## src/rtl/cbc_pkg.sv

```systemverilog
`timescale 1ns/1ps
package cbc_pkg;
    typedef enum logic [1:0] {
        CB_IDLE = 2'd0,
        CB_FILL = 2'd1,
        CB_RESP = 2'd2
    } cb_state_t;

    localparam int CB_POL_LRU = 0;
    localparam int CB_POL_RR  = 1;
endpackage

```

## src/rtl/cbc_lookup.sv

```systemverilog
`timescale 1ns/1ps
// Parallel compare of the fetch block address against every table entry.
module cbc_lookup #(
    parameter int NBLK  = 6,
    parameter int TAG_W = 12,
    localparam int IDX_W = (NBLK > 1) ? $clog2(NBLK) : 1
) (
    input  logic                        clk,
    input  logic                        rst_n,
    input  logic [NBLK-1:0]             ent_valid,
    input  logic [NBLK-1:0][TAG_W-1:0]  ent_tag,
    input  logic [TAG_W-1:0]            probe_tag,
    output logic                        hit,
    output logic [IDX_W-1:0]            hit_idx
);
    logic [NBLK-1:0] match;

    for (genvar g = 0; g < NBLK; g++) begin : g_cmp
        assign match[g] = ent_valid[g] && (ent_tag[g] == probe_tag);
    end

    always_comb begin
        hit_idx = '0;
        for (int i = 0; i < NBLK; i++) begin
            if (match[i]) hit_idx = hit_idx | IDX_W'(i);
        end
    end

    assign hit = |match;

    AST_SINGLE_OWNER: assert property (@(posedge clk) disable iff (!rst_n) $onehot0(match));
endmodule

```

## src/rtl/cbc_victim.sv

```systemverilog
`timescale 1ns/1ps
// Victim selection: LRU rank table or round-robin pointer, chosen by POLICY.
module cbc_victim
    import cbc_pkg::*;
#(
    parameter int NBLK   = 6,
    parameter int POLICY = CB_POL_LRU,
    localparam int IDX_W = (NBLK > 1) ? $clog2(NBLK) : 1
) (
    input  logic             clk,
    input  logic             rst_n,
    input  logic             touch,
    input  logic [IDX_W-1:0] touch_idx,
    input  logic             advance,
    output logic [IDX_W-1:0] victim_idx
);
    if (POLICY == CB_POL_LRU) begin : g_lru
        logic [NBLK-1:0][IDX_W-1:0] rank;
        logic [NBLK-1:0]            is_oldest;
        logic                       lru_unused;

        assign lru_unused = advance;

        always_ff @(posedge clk) begin
            if (!rst_n) begin
                for (int i = 0; i < NBLK; i++) rank[i] <= IDX_W'(i);
            end else if (touch) begin
                for (int i = 0; i < NBLK; i++) begin
                    if (IDX_W'(i) == touch_idx)
                        rank[i] <= IDX_W'(NBLK - 1);
                    else if (rank[i] > rank[touch_idx])
                        rank[i] <= rank[i] - IDX_W'(1);
                end
            end
        end

        always_comb begin
            victim_idx = '0;
            for (int i = 0; i < NBLK; i++) begin
                is_oldest[i] = (rank[i] == '0);
                if (is_oldest[i]) victim_idx = IDX_W'(i);
            end
        end

        AST_LRU_ONE_OLDEST: assert property (@(posedge clk) disable iff (!rst_n) $countones(is_oldest) == 1);
        AST_LRU_TOUCH_MRU: assert property (@(posedge clk) disable iff (!rst_n) touch |=> rank[$past(touch_idx)] == IDX_W'(NBLK - 1));
    end else begin : g_rr
        logic [IDX_W-1:0] ptr;
        logic             rr_unused;

        assign rr_unused = touch ^ (|touch_idx);

        always_ff @(posedge clk) begin
            if (!rst_n)
                ptr <= '0;
            else if (advance)
                ptr <= (ptr == IDX_W'(NBLK - 1)) ? '0 : ptr + IDX_W'(1);
        end

        assign victim_idx = ptr;

        AST_RR_STEP: assert property (@(posedge clk) disable iff (!rst_n) advance |=> (ptr == $past(ptr) + IDX_W'(1)) || (ptr == '0 && $past(ptr) == IDX_W'(NBLK - 1)));
    end
endmodule

```

## src/rtl/cbc_dma.sv

```systemverilog
`timescale 1ns/1ps
// Burst sequencer: copies one whole block as BLK_WORDS/BURST read bursts.
module cbc_dma #(
    parameter int ADDR_W    = 16,
    parameter int WORD_W    = 32,
    parameter int BLK_WORDS = 16,
    parameter int BURST     = 4,
    localparam int OFF_W    = $clog2(BLK_WORDS),
    localparam int BT_W     = (BURST > 1) ? $clog2(BURST) : 1
) (
    input  logic              clk,
    input  logic              rst_n,
    input  logic              start,
    input  logic [ADDR_W-1:0] base,
    output logic              mem_req,
    output logic [ADDR_W-1:0] mem_addr,
    input  logic              mem_ack,
    input  logic              mem_rvalid,
    input  logic [WORD_W-1:0] mem_rdata,
    output logic              wr_en,
    output logic [OFF_W-1:0]  wr_off,
    output logic [WORD_W-1:0] wr_data,
    output logic              done
);
    logic              busy;
    logic [OFF_W-1:0]  cnt;
    logic [BT_W-1:0]   beat;
    logic [ADDR_W-1:0] base_r;
    logic              last_word;
    logic              last_beat;

    assign wr_en     = busy && mem_rvalid && !mem_req;
    assign wr_off    = cnt;
    assign wr_data   = mem_rdata;
    assign last_word = (cnt == OFF_W'(BLK_WORDS - 1));
    assign last_beat = (beat == BT_W'(BURST - 1));
    assign done      = wr_en && last_word;

    always_ff @(posedge clk) begin
        if (!rst_n) begin
            busy     <= 1'b0;
            cnt      <= '0;
            beat     <= '0;
            base_r   <= '0;
            mem_req  <= 1'b0;
            mem_addr <= '0;
        end else if (start) begin
            busy     <= 1'b1;
            cnt      <= '0;
            beat     <= '0;
            base_r   <= base;
            mem_req  <= 1'b1;
            mem_addr <= base;
        end else if (mem_req) begin
            if (mem_ack) mem_req <= 1'b0;
        end else if (wr_en) begin
            cnt <= cnt + OFF_W'(1);
            if (last_word) begin
                busy <= 1'b0;
            end else if (last_beat) begin
                beat     <= '0;
                mem_req  <= 1'b1;
                mem_addr <= base_r + ADDR_W'(cnt) + ADDR_W'(1);
            end else begin
                beat <= beat + BT_W'(1);
            end
        end
    end

    AST_CMD_HELD: assert property (@(posedge clk) disable iff (!rst_n) (mem_req && !mem_ack) |=> (mem_req && $stable(mem_addr)));
    AST_CMD_ALIGNED: assert property (@(posedge clk) disable iff (!rst_n) mem_req |-> ((mem_addr - base_r) % ADDR_W'(BURST)) == '0);
endmodule

```

## src/rtl/cbc_store.sv

```systemverilog
`timescale 1ns/1ps
// Plain SRAM holding NBLK blocks of BLK_WORDS words, registered read port.
module cbc_store #(
    parameter int NBLK      = 6,
    parameter int BLK_WORDS = 16,
    parameter int WORD_W    = 32,
    localparam int IDX_W    = (NBLK > 1) ? $clog2(NBLK) : 1,
    localparam int OFF_W    = $clog2(BLK_WORDS),
    localparam int DEPTH    = NBLK * BLK_WORDS,
    localparam int SA_W     = $clog2(DEPTH) + 1
) (
    input  logic              clk,
    input  logic              we,
    input  logic [IDX_W-1:0]  wblk,
    input  logic [OFF_W-1:0]  woff,
    input  logic [WORD_W-1:0] wdata,
    input  logic              re,
    input  logic [IDX_W-1:0]  rblk,
    input  logic [OFF_W-1:0]  roff,
    output logic [WORD_W-1:0] rdata
);
    logic [WORD_W-1:0] mem [DEPTH];
    logic [SA_W-1:0]   wa;
    logic [SA_W-1:0]   ra;

    assign wa = SA_W'(wblk) * SA_W'(BLK_WORDS) + SA_W'(woff);
    assign ra = SA_W'(rblk) * SA_W'(BLK_WORDS) + SA_W'(roff);

    always_ff @(posedge clk) begin
        if (we) mem[wa] <= wdata;
        if (re) rdata <= mem[ra];
    end
endmodule

```

## src/rtl/codeblk_cache.sv

```systemverilog
`timescale 1ns/1ps
module codeblk_cache
    import cbc_pkg::*;
#(
    parameter int NBLK      = 6,
    parameter int BLK_WORDS = 16,
    parameter int WORD_W    = 32,
    parameter int ADDR_W    = 16,
    parameter int BURST     = 4,
    parameter int POLICY    = CB_POL_LRU
) (
    input  logic              clk,
    input  logic              rst_n,
    input  logic              fetch_req,
    input  logic [ADDR_W-1:0] fetch_addr,
    output logic              fetch_ready,
    output logic [WORD_W-1:0] fetch_data,
    output logic              mem_req,
    output logic [ADDR_W-1:0] mem_addr,
    input  logic              mem_ack,
    input  logic              mem_rvalid,
    input  logic [WORD_W-1:0] mem_rdata
);
    localparam int OFF_W = $clog2(BLK_WORDS);
    localparam int TAG_W = ADDR_W - OFF_W;
    localparam int IDX_W = (NBLK > 1) ? $clog2(NBLK) : 1;

    cb_state_t state_q, state_d;

    logic [NBLK-1:0]            tbl_val;
    logic [NBLK-1:0][TAG_W-1:0] tbl_tag;
    logic [IDX_W-1:0]           fill_idx;

    logic [TAG_W-1:0]  fetch_tag;
    logic [OFF_W-1:0]  fetch_off;
    logic              hit;
    logic [IDX_W-1:0]  hit_idx;
    logic [IDX_W-1:0]  victim_idx;
    logic              start_fill;
    logic              rd_en;
    logic              touch;
    logic [IDX_W-1:0]  touch_idx;
    logic              dma_wr;
    logic [OFF_W-1:0]  dma_off;
    logic [WORD_W-1:0] dma_data;
    logic              dma_done;

    assign fetch_tag = fetch_addr[ADDR_W-1:OFF_W];
    assign fetch_off = fetch_addr[OFF_W-1:0];

    cbc_lookup #(.NBLK(NBLK), .TAG_W(TAG_W)) u_lookup (
        .clk(clk), .rst_n(rst_n),
        .ent_valid(tbl_val), .ent_tag(tbl_tag), .probe_tag(fetch_tag),
        .hit(hit), .hit_idx(hit_idx)
    );

    cbc_victim #(.NBLK(NBLK), .POLICY(POLICY)) u_victim (
        .clk(clk), .rst_n(rst_n),
        .touch(touch), .touch_idx(touch_idx),
        .advance(start_fill), .victim_idx(victim_idx)
    );

    cbc_dma #(.ADDR_W(ADDR_W), .WORD_W(WORD_W), .BLK_WORDS(BLK_WORDS), .BURST(BURST)) u_dma (
        .clk(clk), .rst_n(rst_n),
        .start(start_fill), .base({fetch_tag, {OFF_W{1'b0}}}),
        .mem_req(mem_req), .mem_addr(mem_addr), .mem_ack(mem_ack),
        .mem_rvalid(mem_rvalid), .mem_rdata(mem_rdata),
        .wr_en(dma_wr), .wr_off(dma_off), .wr_data(dma_data), .done(dma_done)
    );

    cbc_store #(.NBLK(NBLK), .BLK_WORDS(BLK_WORDS), .WORD_W(WORD_W)) u_store (
        .clk(clk),
        .we(dma_wr), .wblk(fill_idx), .woff(dma_off), .wdata(dma_data),
        .re(rd_en), .rblk(hit_idx), .roff(fetch_off), .rdata(fetch_data)
    );

    // State register
    always_ff @(posedge clk) begin
        if (!rst_n) state_q <= CB_IDLE;
        else        state_q <= state_d;
    end

    // Next state and outputs
    always_comb begin
        state_d     = state_q;
        fetch_ready = 1'b0;
        start_fill  = 1'b0;
        rd_en       = 1'b0;
        touch       = 1'b0;
        touch_idx   = hit_idx;
        unique case (state_q)
            CB_IDLE: begin
                if (fetch_req && hit) begin
                    rd_en   = 1'b1;
                    touch   = 1'b1;
                    state_d = CB_RESP;
                end else if (fetch_req) begin
                    start_fill = 1'b1;
                    state_d    = CB_FILL;
                end
            end
            CB_FILL: begin
                touch_idx = fill_idx;
                if (dma_done) begin
                    touch   = 1'b1;
                    state_d = CB_IDLE;
                end
            end
            CB_RESP: begin
                fetch_ready = 1'b1;
                state_d     = CB_IDLE;
            end
            default: state_d = CB_IDLE;
        endcase
    end

    // Block status table
    always_ff @(posedge clk) begin
        if (!rst_n) begin
            tbl_val  <= '0;
            tbl_tag  <= '0;
            fill_idx <= '0;
        end else if (start_fill) begin
            tbl_val[victim_idx] <= 1'b0;
            tbl_tag[victim_idx] <= fetch_tag;
            fill_idx            <= victim_idx;
        end else if (state_q == CB_FILL && dma_done) begin
            tbl_val[fill_idx] <= 1'b1;
        end
    end

    AST_HIT_NO_MEM: assert property (@(posedge clk) disable iff (!rst_n) (state_q == CB_IDLE && fetch_req && hit) |=> (!mem_req && fetch_ready));
    AST_MISS_STARTS_DMA: assert property (@(posedge clk) disable iff (!rst_n) (state_q == CB_IDLE && fetch_req && !hit) |=> (mem_req && mem_addr == {$past(fetch_tag), {OFF_W{1'b0}}}));
    AST_FILL_THEN_HIT: assert property (@(posedge clk) disable iff (!rst_n) (state_q == CB_FILL && dma_done) |=> (hit || !fetch_req));
    AST_NO_DMA_WRITE_OUT_OF_FILL: assert property (@(posedge clk) disable iff (!rst_n) dma_wr |-> (state_q == CB_FILL && !fetch_ready));
endmodule

```

## config.mk

```make
export PLATFORM = sky130hd
export DESIGN_NAME = codeblk_cache
export DESIGN_NICKNAME = d
export VERILOG_FILES = /design/src/rtl/cbc_pkg.sv /design/src/rtl/cbc_lookup.sv /design/src/rtl/cbc_victim.sv /design/src/rtl/cbc_dma.sv /design/src/rtl/cbc_store.sv /design/src/rtl/codeblk_cache.sv
export SDC_FILE = /design/constraint.sdc
export NUM_CORES = 2
export LEC_CHECK = 0
export ABC_CLOCK_PERIOD_IN_PS = 13100
export BUFFER_PORTS_ARGS = -buffer_cell sky130_fd_sc_hd__buf_2
export CORE_MARGIN = 2
export CORE_UTILIZATION = 45
export CTS_CLUSTER_DIAMETER = 50
export DETAILED_ROUTE_END_ITERATION = 7
export HOLD_SLACK_MARGIN = 0.05
export PLACE_DENSITY = 0.7
export SYNTH_ARGS = -nofsm -noshare
export SYNTH_HDL_FRONTEND = slang
export SYNTH_SLANG_ARGS = --single-unit
```

## constraint.sdc

```tcl
create_clock -name clk -period 13.1 [get_ports clk]
set_input_delay 0.655 -clock clk [delete_from_list [all_inputs] [get_ports clk]]
set_output_delay 0.655 -clock clk [all_outputs]
set_load 0.005 [all_outputs]
```

---- Word-level counts from Yosys, hierarchy flattened ----
Memories as Yosys holds them, arrays and structs flattened. A register that Yosys moved wholly into a read port is not among the register bits.
Cells that the tools add are included.
operators by class
  $add $sub $neg .......................... 12
  order comparisons ....................... 11
  eq/ne operators ......................... 19
  muxes and demuxes ....................... 64
  bitwise logic cells ..................... 6
  reduce and logical (&&, ||, !) cells .... 45
operator list
  cell                                                        number
  two-way mux 16 bit                                          5
  bitwise mux 72 bit                                          1
  == test 12 bit                                              6
  two-way mux 3 bit                                           18
  demux 12 bit (select 3 bit)                                 1
  two-way mux 1 bit                                           23
  nonzero test 2 bit                                          10
  > comparator 3 bit                                          6
  logical NOT 3 bit                                           6
  subtractor 3 x 1 -> 3 bit, second input constant            6
  adder 16 x 1 -> 16 bit, second input constant               1
  adder 16 x 4 -> 16 bit                                      1
  two-way mux 2 bit                                           8
  AND reduction 2 bit                                         8
  adder 7 x 4 -> 7 bit                                        2
  logical AND 1 bit                                           13
  less-than comparator 3 x 4 -> 1 bit, second input constant  3
  two-way mux 12 bit                                          1
  two-way mux 6 bit                                           2
  binary-select mux 3 bit (select 3 bit)                      1
  AND reduction 4 bit                                         2
  bitwise AND 6 bit                                           1
  demux 1 bit (select 3 bit)                                  2
  == test 2 x 3 -> 1 bit, first input constant                2
  other kinds (20)                                            28
word-level totals
  bits in registers ....................... 137
  bits in writable memories ............... 3072
  output and inout bits ................... 50
  logic and storage cells ................. 180
  memories ................................ 1
memory list
  memory       depth  bits a word  rd ports  clocked after Yosys merged registers in  wr ports  RTL line         source
  u_store.mem  96     32           1         1                                        1         cbc_store.sv:22  logic [WORD_W-1:0] mem [DEPTH];

---- Depth between registers and ports, before layout ----
  depth after elaboration ................. 13
  gate-level depth with buffers ........... 16

---- Hierarchy ----
Synthesis repeated with hierarchy kept, for this count alone.
second synthesis, totals
  cells, all modules ...................... 6151
  area total of the unflattened synthesis .. 126639.0 um^2
modules (own cells, without submodules)
  module         times used  cells an instance  area each (um^2)  seq. area each (um^2)
  cbc_store      1           5279               118618.8          93209.4
  codeblk_cache  1           312                3125.5            1661.6
  cbc_dma        1           258                2258.4            800.8
  cbc_victim     1           184                1689.1            360.3
  cbc_lookup     1           118                947.2             0.0

---- Worst setup path before layout ----
No wires, ideal clock.
  kind .................................... input port to flip-flop
  from .................................... input fetch_addr[8]
  to ...................................... register u_victim.g_lru.rank[14] (netlist name)
  data arrival time ....................... 4.513 ns
  path slack .............................. 8.452 ns
  stages .................................. 11
  path buffers ............................ 2
  path through ............................ buf_4 > xnor2_1 > nand4_1 > nor4_1 > nor2_1 > a31oi_1 > or2_2 > clkbuf_1 > nand3_1 > nor3_1 > o31ai_1
on the way
  cells in the longest elaborated chain, start to end .. 13
  elaborated cells on any way between the ends .. 29
ends and longest elaborated chain
  element                                  RTL line             source
  from (decl)                              codeblk_cache.sv:15  input logic [ADDR_W-1:0] fetch_addr,
  == test 12 bit                           cbc_lookup.sv:19     assign match[g] = ent_valid[g] && (ent_tag[g] == probe_tag);
  logical AND 1 bit                        cbc_lookup.sv:19
  two-way mux 1 bit                        cbc_lookup.sv:25     if (match[i]) hit_idx = hit_idx | IDX_W'(i);
  two-way mux 2 bit (2 in a row)           cbc_lookup.sv:25
  two-way mux 3 bit (2 in a row)           cbc_lookup.sv:25
  two-way mux 3 bit                        codeblk_cache.sv:91  unique case (state_q)
  binary-select mux 3 bit (select 3 bit)   cbc_victim.sv:31     else if (rank[i] > rank[touch_idx])
  two-way mux 3 bit (implied by the code)  cbc_victim.sv:31
  > comparator 3 bit                       cbc_victim.sv:31
  nonzero test 2 bit (no source line)      -
  AND reduction 2 bit (no source line)     -
  to (signal, indexed assignment)          cbc_victim.sv:30     rank[i] <= IDX_W'(NBLK - 1);
  to (signal, indexed assignment)          cbc_victim.sv:32     rank[i] <= rank[i] - IDX_W'(1);
  to (decl)                                cbc_victim.sv:18     logic [NBLK-1:0][IDX_W-1:0] rank;
Several ways; a longest one is shown, not always the timed one. The select of a mux whose other input is x is not followed.
A chain may end at the register's enable or synchronous reset.

---- Worst setup path in the final report ----
  from .................................... register tbl_tag[70] (netlist name)
  to ...................................... register u_store.rdata[30], read port of u_store.mem (data pin)
on the way
  cells in the longest elaborated chain, start to end .. 6
  elaborated cells on any way between the ends .. 8
ends and longest elaborated chain
  element                                                       RTL line              source
  from (decl)                                                   codeblk_cache.sv:31   logic [NBLK-1:0][TAG_W-1:0] tbl_tag;
  from (signal, indexed assignment)                             codeblk_cache.sv:125  tbl_tag[victim_idx] <= fetch_tag;
  == test 12 bit (*)                                            cbc_lookup.sv:19
  logical AND 1 bit (*)                                         cbc_lookup.sv:19
  branches (longest 4 deep; another with adder 7 x 4 -> 7 bit)  -
  to (decl)                                                     cbc_store.sv:20       output logic [WORD_W-1:0] rdata
Every way passes the cells marked *.

==> qor.yml <==
fp.coreArea_um2: 277000
track_usage: 0.2272
hp-class: "input pin to flop"
violations: "antenna violations"
finalNonFillerCells: 9910
ctsRootBufferMaster: "clkbuf_16"
slew_violations: 0
antenna_found_initial: 22
synth_nets: 5707
place_area_um2: 131600
rsz0062_at_grt: "false"
via_count: 61570
synth-seq-cells: 3241
grt_max_degree: 97
fillerInstances: 20940
worstMarginPinSlew_ns: 1.253
cts_buffer_depth: 4
synth-main-ff-cell: "edfxtp_1"
cp_slowest_stage_delay_ns: 0.84
syn-instance-count: 5629
wl_per_cell_um: 32.91
synth.top_cell.area_share: 0.7425
yosysTopAreaCell: "edfxtp_1"
rows: 193
wl_um: 326100
nNetsFinal: 6012
gp_congestion: 0.8125
chipWidth_um: 532.2
drc: 0
dp_hpwl_um: 174000
cts_sinks: 3241
start_util: 0.4532
worstSkewPairLatency_ns: 0.95
synth_cell_types: 78
hp-start: "fetch_addr[4]"
cts_tree: "built"
rr_startpoint: "tbl_tag[70]$_SDFFE_PN0P_"
reg2reg_slack_ns: 7.83
drive_above_1_share: 0.2973
synthTopCellsByArea: "edfxtp_1 74%, mux4_2 17%, dfxtp_1 2.2%"
ir_drop_uv: 140.0
hold_path_depth: 3
ys_warn_count: 0
final_antenna_net_count: 1
synth.cell_area_um2: 125500
avgViaCountPerCell: 6.213
grt_pass1_vias: 60610
synth.most_common_cell: "edfxtp_1"
synth_edf_count: 3104
grt_overflow: 0
synthTopCellsByCount: "3104 x edfxtp_1, 965 x mux4_2, 265 x nand2_1, 223 x clkbuf_1, 206 x nor2_1"
postCtsResizedCells: 0
critPathMaxFanout: 41
skew_ns: 0.05358
period_needed_ns: 5.267
dpl.cell_count: 9288
port-buffer-count: 102
grt_first_pass_wirelength_um: 458100
cts_made_buffers: 348
arrival_ns: 5.94
ys_seq_area_frac: 0.7643
async_reset_ff_frac: 0
p_per_area_nw_per_um2: 152.8
finalCritPeriodShare: 0.4021
cp_slowest_cell: "buf_4"
status: "finished with violations"
whs_endpoint: "tbl_tag[60]$_SDFFE_PN0P_"
setup_viol: 0
setup_tns_ns: 0
end_kind: "flop"
required_ns: 13.77
crit_chain: "xnor2_1 -> nand4_1 -> or4_1 -> nand3_4 -> buf_4 -> buf_4 -> mux4_2 -> mux4_2 -> nand2_1 -> o21ai_0"
maxSlewHeadroom: 0.1647
hold_violations: 0
drtIter0Drc: 8779
htreeDepth: 5
dieArea_um2: 283200
start_kind: "flop"
firstDrtPassIters: 7
p_leak_nw: 43.99
reg2reg_depth: 10
area_delta_synth_final_pct: 13.51
final_area_um2: 142500
reg2reg_to: "u_store.rdata[30]$_DFFE_PP_"
chipHeight_um: 532.2
fmax_ghz: 0.1899
clkTransAtPathRegs_ns: 0.06
maxCapViolCount: 0
crit_type: "flop to flop"
post_synth.cell_area_avg_um2: 22.30
ios: 103
==> flip-flops by register name, indices dropped and copies added (netlist names) <==
name                 cells
u_store.mem           3072
tbl_tag                 72
u_store.rdata           32
u_victim.g_lru.rank     18
u_dma.mem_addr          16
u_dma.base_r            12
tbl_val                  6
u_dma.wr_off             4
fill_idx                 3
state_q                  2
u_dma.beat               2
u_dma.busy               1
u_dma.mem_req            1
==> worst max path at each step <==
stage | endpoint | from | slack, ns | depth (start not counted)
6_report | u_store.rdata[30]$_DFFE_PP_ | tbl_tag[70]$_SDFFE_PN0P_ | 7.83 | 10
5_1_grt | u_store.rdata[30]$_DFFE_PP_ | tbl_tag[70]$_SDFFE_PN0P_ | 7.69 | 10
4_1_cts | u_store.rdata[30]$_DFFE_PP_ | tbl_tag[70]$_SDFFE_PN0P_ | 7.81 | 10
3_5_place_dp | u_store.rdata[30]$_DFFE_PP_ | fetch_addr[6] | 7.09 | 11
3_3_place_gp | u_store.rdata[30]$_DFFE_PP_ | fetch_addr[6] | 7.20 | 11
2_1_floorplan | u_victim.g_lru.rank[14]$_SDFFE_PN1P_ | fetch_addr[8] | 8.45 | 11
==> area by class of cell <==
cell class                 count  area [um^2]  share of cell area
inverter                      26        98.84           0.0006936
multi-input combinational   2049        29040              0.2038
sequential                  3241        95950              0.6733
antenna                       17        42.54           0.0002985
tap                         3705         4636             0.03253
timing repair buffer         268         1934             0.01357
clock buffer                 419         9112             0.06395
clock inverter               185         1689             0.01185
==> logic make-up after synthesis <==
kind of cell             Yosys count  synth area share
AO/OA/AOI/OAI                    232           0.01272
XOR/XNOR                          83          0.005791
adder cells (fa/ha/maj)           26          0.002571
buffers and inverters            339           0.01078
flip-flops                      3241            0.7643
multiplexers                    1070            0.1816
AND/OR/NAND/NOR                  638           0.02218
==> worst max-delay path: cells and delay by family, from the launching register on <==
kind / cells / cell delay (ns)
XOR/XNOR: 1 / 0.18
AO/OA/AOI/OAI: 1 / 0.13
multiplexers: 2 / 1.07
AND/OR/NAND/NOR: 4 / 1.81
buffers and inverters: 2 / 1.38
flip-flops: 1 / 0.32
==> power breakdown <==
| group | switching, mW | total (mW) | internal, mW |
|---|---|---|---|
| Clock | 3.92 | 9.39 | 5.47 |
| Combinational | 0.637 | 1.01 | 0.373 |
| Sequential | 0.0127 | 11.4 | 11.4 |
==> placed cells by master (no fill, tap or decap), types with 58 or more instances in the layout <==
cell,synthesis,layout
edfxtp_1,3104,3104
clkbuf_16,0,354
buf_2,23,71
dfxtp_1,137,137
nor2_1,206,108
clkinv_1,0,70
a21oi_1,58,58
xnor2_1,68,68
mux2i_1,99,99
mux4_2,965,965
buf_4,12,187
nand2_1,265,265
nor2_4,0,98
clkbuf_1,223,64
==> layer usage <==
metal,part of all wire,up-vias,global-route usage,routed length (um)
met5,0.00026,-,0,84
met4,0.029,14,0.06443,9368
met3,0.12,512,0.05989,37550
met2,0.48,3639,0.3546,155600
met1,0.38,33050,0.3169,123500
li1,-,24360,-,-
==> stage by stage <==
stage / utilization / worst slack (ns) / hold WS, ns / power [mW]
final: 0.5145 / 7.833 / 0.1144 / 21.77
after global routing: 0.5144 / 7.686 / 0.1040 / 22.32
after CTS: 0.5143 / 7.812 / 0.05303 / 21.87
after detailed placement: 0.4753 / 7.091 / 0.4602 / 12.60
after global placement: 0.4753 / 7.197 / 0.4568 / 12.58
after floorplan: - / 8.452 / 0.4356 / 12.16
==> repair_timing <==
| item | in CTS | in global routing |
|---|---|---|
| buffers inserted | 0 | 0 |
| endpoints found under the hold margin | 1 | 0 |
| hold buffers | 1 | 0 |
No activity file was read; power rests on OpenSTA's default activity.
